===== config.mk =====
export PLATFORM = sky130hd
export DESIGN_NAME = cstat_dbuf
export DESIGN_NICKNAME = d
export VERILOG_FILES = /design/src/rtl/cstat_pkg.sv /design/src/rtl/cstat_ctrl.sv /design/src/rtl/cstat_dpath.sv /design/src/rtl/cstat_dbuf.sv
export SDC_FILE = /design/constraint.sdc
export NUM_CORES = 2
export LEC_CHECK = 0
export ABC_AREA = 0
export BUFFER_PORTS_ARGS = -buffer_cell sky130_fd_sc_hd__buf_2
export CAP_MARGIN = 20
export CORE_ASPECT_RATIO = 1.1
export CORE_MARGIN = 1.5
export CORE_UTILIZATION = 60
export CTS_CLUSTER_DIAMETER = 50
export DETAILED_ROUTE_END_ITERATION = 7
export PLACE_DENSITY = 0.77
export SLEW_MARGIN = 5
export SYNTH_ARGS = -nofsm -noshare
export SYNTH_HDL_FRONTEND = slang
export SYNTH_SLANG_ARGS = --single-unit

===== constraint.sdc =====
create_clock -name clk -period 2.8 [get_ports clk]
set_input_delay 0.14 -clock clk [delete_from_list [all_inputs] [get_ports clk]]
set_output_delay 0.14 -clock clk [all_outputs]
set_load 0.05 [all_outputs]

===== src/rtl/cstat_pkg.sv =====
package cstat_pkg;
  localparam int CS_WORDS  = 24;
  localparam int CS_BYTE_W = 8;
  localparam int CS_WORD_W = 2 * CS_BYTE_W;
  localparam int CS_IDX_W  = $clog2(CS_WORDS);
  localparam int CS_ADDR_W = $clog2(2 * CS_WORDS);

  // Strobes from control to datapath
  typedef struct packed {
    logic                 wrHi;
    logic                 wrLo;
    logic [CS_IDX_W-1:0]  wrIdx;
    logic [CS_BYTE_W-1:0] hiData;
    logic [CS_BYTE_W-1:0] loData;
    logic                 doCopy;
    logic                 rdValid;
    logic                 rdByte;
    logic                 rdHigh;
    logic [CS_IDX_W-1:0]  rdIdx;
  } csStrobe_t;
endpackage


===== src/rtl/cstat_ctrl.sv =====
module cstat_ctrl
  import cstat_pkg::*;
(
  input  logic                 clk,
  input  logic                 rstN,
  input  logic                 clkPresent,
  input  logic                 powerDown,
  input  logic                 byteMode,
  input  logic                 hostWrEn,
  input  logic [CS_ADDR_W-1:0] hostAddr,
  input  logic [CS_WORD_W-1:0] hostWrData,
  input  logic                 statusRd,
  input  logic                 inhibitCopy,
  input  logic                 blockStart,
  output csStrobe_t            strobe,
  output logic                 copyDone
);
  localparam logic [CS_ADDR_W-1:0] BYTE_LIMIT = CS_ADDR_W'(2 * CS_WORDS);
  localparam logic [CS_ADDR_W-1:0] WORD_LIMIT = CS_ADDR_W'(CS_WORDS);

  logic                wrOpen;
  logic                inRange;
  logic                selHigh;
  logic [CS_IDX_W-1:0] wordIdx;
  logic                copyNow;

  // Address decode for the two access modes
  always_comb begin
    if (byteMode) begin
      inRange = hostAddr < BYTE_LIMIT;
      wordIdx = CS_IDX_W'(hostAddr >> 1);
      selHigh = ~hostAddr[0];
    end else begin
      inRange = hostAddr < WORD_LIMIT;
      wordIdx = CS_IDX_W'(hostAddr);
      selHigh = 1'b1;
    end
  end

  assign wrOpen  = hostWrEn & clkPresent & ~powerDown;
  assign copyNow = blockStart & ~inhibitCopy;

  always_comb begin
    strobe.wrHi    = wrOpen & inRange & (~byteMode | selHigh);
    strobe.wrLo    = wrOpen & inRange & (~byteMode | ~selHigh);
    strobe.wrIdx   = wordIdx;
    strobe.hiData  = byteMode ? hostWrData[CS_BYTE_W-1:0]
                              : hostWrData[CS_WORD_W-1:CS_BYTE_W];
    strobe.loData  = hostWrData[CS_BYTE_W-1:0];
    strobe.doCopy  = copyNow;
    strobe.rdValid = inRange;
    strobe.rdByte  = byteMode;
    strobe.rdHigh  = selHigh;
    strobe.rdIdx   = wordIdx;
  end

  // Sticky completion flag: a copy wins over a clearing read
  always_ff @(posedge clk or negedge rstN) begin
    if (!rstN)         copyDone <= 1'b0;
    else if (copyNow)  copyDone <= 1'b1;
    else if (statusRd) copyDone <= 1'b0;
  end
endmodule


===== src/rtl/cstat_dpath.sv =====
module cstat_dpath
  import cstat_pkg::*;
(
  input  logic                          clk,
  input  logic                          rstN,
  input  csStrobe_t                     strobe,
  input  logic [CS_IDX_W-1:0]           txIndex,
  output logic [CS_WORD_W-1:0]          hostRdData,
  output logic [CS_WORD_W-1:0]          txWord,
  output logic [CS_WORDS*CS_WORD_W-1:0] editFlat,
  output logic [CS_WORDS*CS_WORD_W-1:0] txFlat
);
  localparam logic [CS_IDX_W-1:0] IDX_LIMIT = CS_IDX_W'(CS_WORDS);

  for (genvar w = 0; w < CS_WORDS; w++) begin : g_word
    logic [CS_WORD_W-1:0] editQ;
    logic [CS_WORD_W-1:0] txQ;
    logic                 hit;

    assign hit = strobe.wrIdx == CS_IDX_W'(w);

    always_ff @(posedge clk or negedge rstN) begin
      if (!rstN) begin
        editQ <= '0;
        txQ   <= '0;
      end else begin
        if (strobe.wrHi && hit) editQ[CS_WORD_W-1:CS_BYTE_W] <= strobe.hiData;
        if (strobe.wrLo && hit) editQ[CS_BYTE_W-1:0]         <= strobe.loData;
        if (strobe.doCopy)      txQ <= editQ;
      end
    end

    assign editFlat[w*CS_WORD_W +: CS_WORD_W] = editQ;
    assign txFlat[w*CS_WORD_W +: CS_WORD_W]   = txQ;
  end

  logic [CS_WORD_W-1:0] hostWord;
  assign hostWord = editFlat[strobe.rdIdx*CS_WORD_W +: CS_WORD_W];

  always_comb begin
    if (!strobe.rdValid)    hostRdData = '0;
    else if (strobe.rdByte) hostRdData = {{CS_BYTE_W{1'b0}},
                                          strobe.rdHigh ? hostWord[CS_WORD_W-1:CS_BYTE_W]
                                                        : hostWord[CS_BYTE_W-1:0]};
    else                    hostRdData = hostWord;
  end

  always_comb begin
    if (txIndex < IDX_LIMIT) txWord = txFlat[txIndex*CS_WORD_W +: CS_WORD_W];
    else                     txWord = '0;
  end
endmodule


===== src/rtl/cstat_dbuf.sv =====
module cstat_dbuf
  import cstat_pkg::*;
(
  input  logic                 clk,
  input  logic                 rstN,
  input  logic                 clkPresent,
  input  logic                 powerDown,
  input  logic                 byteMode,
  input  logic                 hostWrEn,
  input  logic [CS_ADDR_W-1:0] hostAddr,
  input  logic [CS_WORD_W-1:0] hostWrData,
  output logic [CS_WORD_W-1:0] hostRdData,
  input  logic                 statusRd,
  output logic                 copyDone,
  input  logic                 inhibitCopy,
  input  logic                 blockStart,
  input  logic [CS_IDX_W-1:0]  txIndex,
  output logic [CS_WORD_W-1:0] txWord
);
  csStrobe_t                     strobe;
  logic [CS_WORDS*CS_WORD_W-1:0] editFlat;
  logic [CS_WORDS*CS_WORD_W-1:0] txFlat;

  cstat_ctrl u_ctrl (
    .clk        (clk),
    .rstN       (rstN),
    .clkPresent (clkPresent),
    .powerDown  (powerDown),
    .byteMode   (byteMode),
    .hostWrEn   (hostWrEn),
    .hostAddr   (hostAddr),
    .hostWrData (hostWrData),
    .statusRd   (statusRd),
    .inhibitCopy(inhibitCopy),
    .blockStart (blockStart),
    .strobe     (strobe),
    .copyDone   (copyDone)
  );

  cstat_dpath u_dpath (
    .clk       (clk),
    .rstN      (rstN),
    .strobe    (strobe),
    .txIndex   (txIndex),
    .hostRdData(hostRdData),
    .txWord    (txWord),
    .editFlat  (editFlat),
    .txFlat    (txFlat)
  );
endmodule


==> results.ini <==
[setup_path]
cp.arrival_ns = 2.71
reg2reg_from = u_dpath.g_word[7].editQ[15]
end_kind = output pin
slowest_delay_ns = 0.53
worstPathRequired_ns = 2.66
critical_path_class = reg -> out
r2r_slack_ns = 1.73
crit_slowest_cell = o41ai_2
critPathLaunchType = flop
reg2reg_to = u_dpath.g_word[7].editQ[15]
path_max_fanout = 4
crit_path_cell_trace = mux2i_1 > a22oi_1 > a21oi_1 > o41ai_2 > o21ai_2 > a22oi_2 > buf_6
rr_worst_depth = 3

[floorplan]
start_util = 0.6089
placement_rows = 97
core_um2 = 63840
fp.dieH_um = 270.0
die_w_um = 245.7
io_pins = 69
dieArea_um2 = 66320

[yosys]
synth_edf_count = 0
async_flop_share = 1.000
synth_cell_types = 82
synthFlopType = dfrtp_1
ys_seq_elements = 769
synth.net_count = 3650
netlist_instances = 3614
synth_warnings = 0
seq_area_frac_synth = 0.4951
synth_area_um2 = 38870
avgSynthCellArea_um2 = 10.76

[sta]
drv_slew = 0
min_period_ns = 2.848
slew_headroom = 0.2609
finalHoldViolations = 0
rsz0062_at_grt = true
max_freq_ghz = 0.3511
min_period_over_period = 1.017
setup_violations = 8
tightest_slew_ns = 1.105
setup_tns_ns = -0.2036
clock_skew_ns = 0.01689
fin_ws_ns = -0.04797

[grt]
gr-usage-met3 = 0.07482
grt_max_degree = 191
grt_pass1_vias = 30777
grt_antenna_before_repair = 6
use_met2 = 0.5876
gr-usage-met1 = 0.4734
grt_pass1_wl_um = 186400
top_usage_layer = met2
gr-usage-all-layers = 0.3752
grt_overflow_total = 0

[pwr]
p_int_mw = 20.25
p_comb_frac = 0.137
p_sw_mw = 7.655
ir_worst_vdd_uv = 590.4
p_sw_frac = 0.2744
p_clk_frac = 0.414
leakage_nw = 22.38
power_density_nw_per_um2 = 625.4
seqPwrFrac = 0.449

[status]
violations = setup timing
status = complete, but fails checks

[layout]
nNetsFinal = 3780
area_delta_synth_final_pct = 14.77
drive_above_1_share = 0.2659

[clock_tree]
root_buffer = clkbuf_16
cts_num_sinks = 769
clkLatencyLatePin_ns = 0.63
path_clk_slew_ns = 0.06
cts_tree = yes
cts_buffer_depth = 3
htree_levels = 3
cts_buffers = 83

[drt]
ant_nets = 0
drc = 0
dr.pass1.iters = 8
routed_via_density = 6.509
wl_per_cell_um = 26.08
initialDrtViolationCount = 3785
wirelength_um = 121500
vias = 30320

[min_path]
worstHoldEndpoint = u_dpath.g_word[7].editQ[8]
hold_path_class = in -> reg
min_from = hostWrData[8]
hold_depth = 3

[placed_design]
place_congestion = 0.9528
dp_slack_ns = -0.2427
dpl.hpwl_um = 82690
port_buffers = 68

[run]
max_cap_violations = 0

==> what timing repair did <==
action | 4_1_cts | 5_1_grt
gates cloned | 0 | 0
endpoints found under the setup margin | 20 | 16
setup buffers | 32 | 6
hold endpoints to repair | 56 | 0
pin swaps | 10 | 11
hold buffers | 4 | 0
resized for setup | 62 | 30
==> power groups by stage <==
stage / clock network, mW / logic, mW / registers [mW]
after floorplan: 0 / 2.30 / 12.5
after global placement: 0 / 3.50 / 12.7
after CTS: 11.6 / 3.73 / 12.5
after global routing: 12.0 / 4.06 / 12.6
final: 11.6 / 3.82 / 12.5
after detailed placement: 0 / 3.58 / 12.7
==> layout make-up <==
cell class | instances | area (um2)
Sequential cell | 769 | 19250
Fill cell | 4523 | 19220
Multi-Input combinational cell | 2559 | 18400
Timing Repair Buffer | 310 | 2932
Clock buffer | 110 | 2350
Tap cell | 841 | 1052
Clock inverter | 44 | 545.5
Inverter | 21 | 78.83
Antenna cell | 4 | 10.01
==> cells by family (layout without fill, tap and decap cells) <==
logic type | count (synthesis) | in the layout | synth area share
and+or+nand+nor | 1571 | 1571 | 0.1746
DFF | 769 | 769 | 0.4951
AOI/OAI and AO/OA | 407 | 407 | 0.06496
buffers and inverters | 286 | 485 | 0.03972
other | 0 | 4 | 0
muxes | 581 | 581 | 0.2257
==> worst max path at each step <==
stage	startpoint	to	slack, ns
3_3_place_gp	hostAddr[0]	hostRdData[14]	-0.25
5_1_grt	u_dpath.g_word[13].editQ[14]	hostRdData[6]	-0.13
4_1_cts	u_dpath.g_word[13].editQ[15]	hostRdData[7]	-0.03
3_5_place_dp	hostAddr[0]	hostRdData[14]	-0.24
2_1_floorplan	hostAddr[0]	hostRdData[2]	0.21
6_report	u_dpath.g_word[13].editQ[8]	hostRdData[0]	-0.05
==> state kept, by name, indices dropped and copies added, names as in the netlist <==
name                  count
u_dpath.g_word.editQ    384
u_dpath.g_word.txQ      384
u_ctrl.copyDone           1
==> layer usage <==
layer  vias to the layer above  wire, um  part of all wire
met2                      1800     56840              0.47
met1                     15255     43370              0.36
met5                         -        25           0.00021
met4                         4      9715             0.080
li1                      12755         -                 -
met3                       506     11520             0.095
==> cell usage after synthesis (all sizes together), types with 5 or more instances <==
library cell	instances	share of area
nand2b	14	0.0023
mux4	201	0.12
a22oi	51	0.011
or2	7	0.0011
nor4	7	0.0014
mux2	238	0.072
and2	6	0.0011
a21oi	220	0.029
clkbuf	146	0.014
inv	21	0.0020
o21a	5	0.00097
nor2	224	0.030
nor3	25	0.0080
buf	119	0.024
o22ai	40	0.0064
o221ai	17	0.0038
nor2b	8	0.0014
nand2	1227	0.12
nand3	28	0.0041
mux2i	142	0.037
a2bb2oi	8	0.0018
o21ai	28	0.0039
dfrtp	769	0.50
==> worst max-delay path, delay by kind of cell, from the launching register on <==
kind                   cells  cell delay [ns]
AO/OA/AOI/OAI              5             1.34
buffers and inverters      1             0.19
flip-flops                 1             0.45
multiplexers               1             0.10
==> through the flow <==
step           utilization  hold slack, ns  instances  cell area (um2)  power [mW]
2_1_floorplan            -         -0.1556       3614            38870       14.75
3_3_place_gp        0.6427          0.2472       4459            41030       16.16
3_5_place_dp        0.6427          0.2524       4459            41030       16.28
4_1_cts             0.6962         0.03557       4648            44450       27.83
5_1_grt             0.6987         0.06801       4654            44600       28.70
6_report            0.6989         0.06113       4658            44610       27.90
==> placed cells by master (no fill, tap or decap), drive strengths merged, types with 8 or more instances in the layout <==
master | netlist | final
nor2b | 8 | 8
a2bb2oi | 8 | 8
bufinv | 0 | 9
o21ai | 28 | 28
nand2 | 1227 | 1227
nand3 | 28 | 28
clkbuf | 146 | 111
inv | 21 | 30
nand2b | 14 | 14
mux2i | 142 | 142
a21oi | 220 | 220
dfrtp | 769 | 769
buf | 119 | 305
o221ai | 17 | 17
mux4 | 201 | 201
nor3 | 25 | 25
o22ai | 40 | 40
clkinv | 0 | 19
nor2 | 224 | 224
mux2 | 238 | 238
a22oi | 51 | 51
Note: power is estimated with default switching activity, not from simulation.
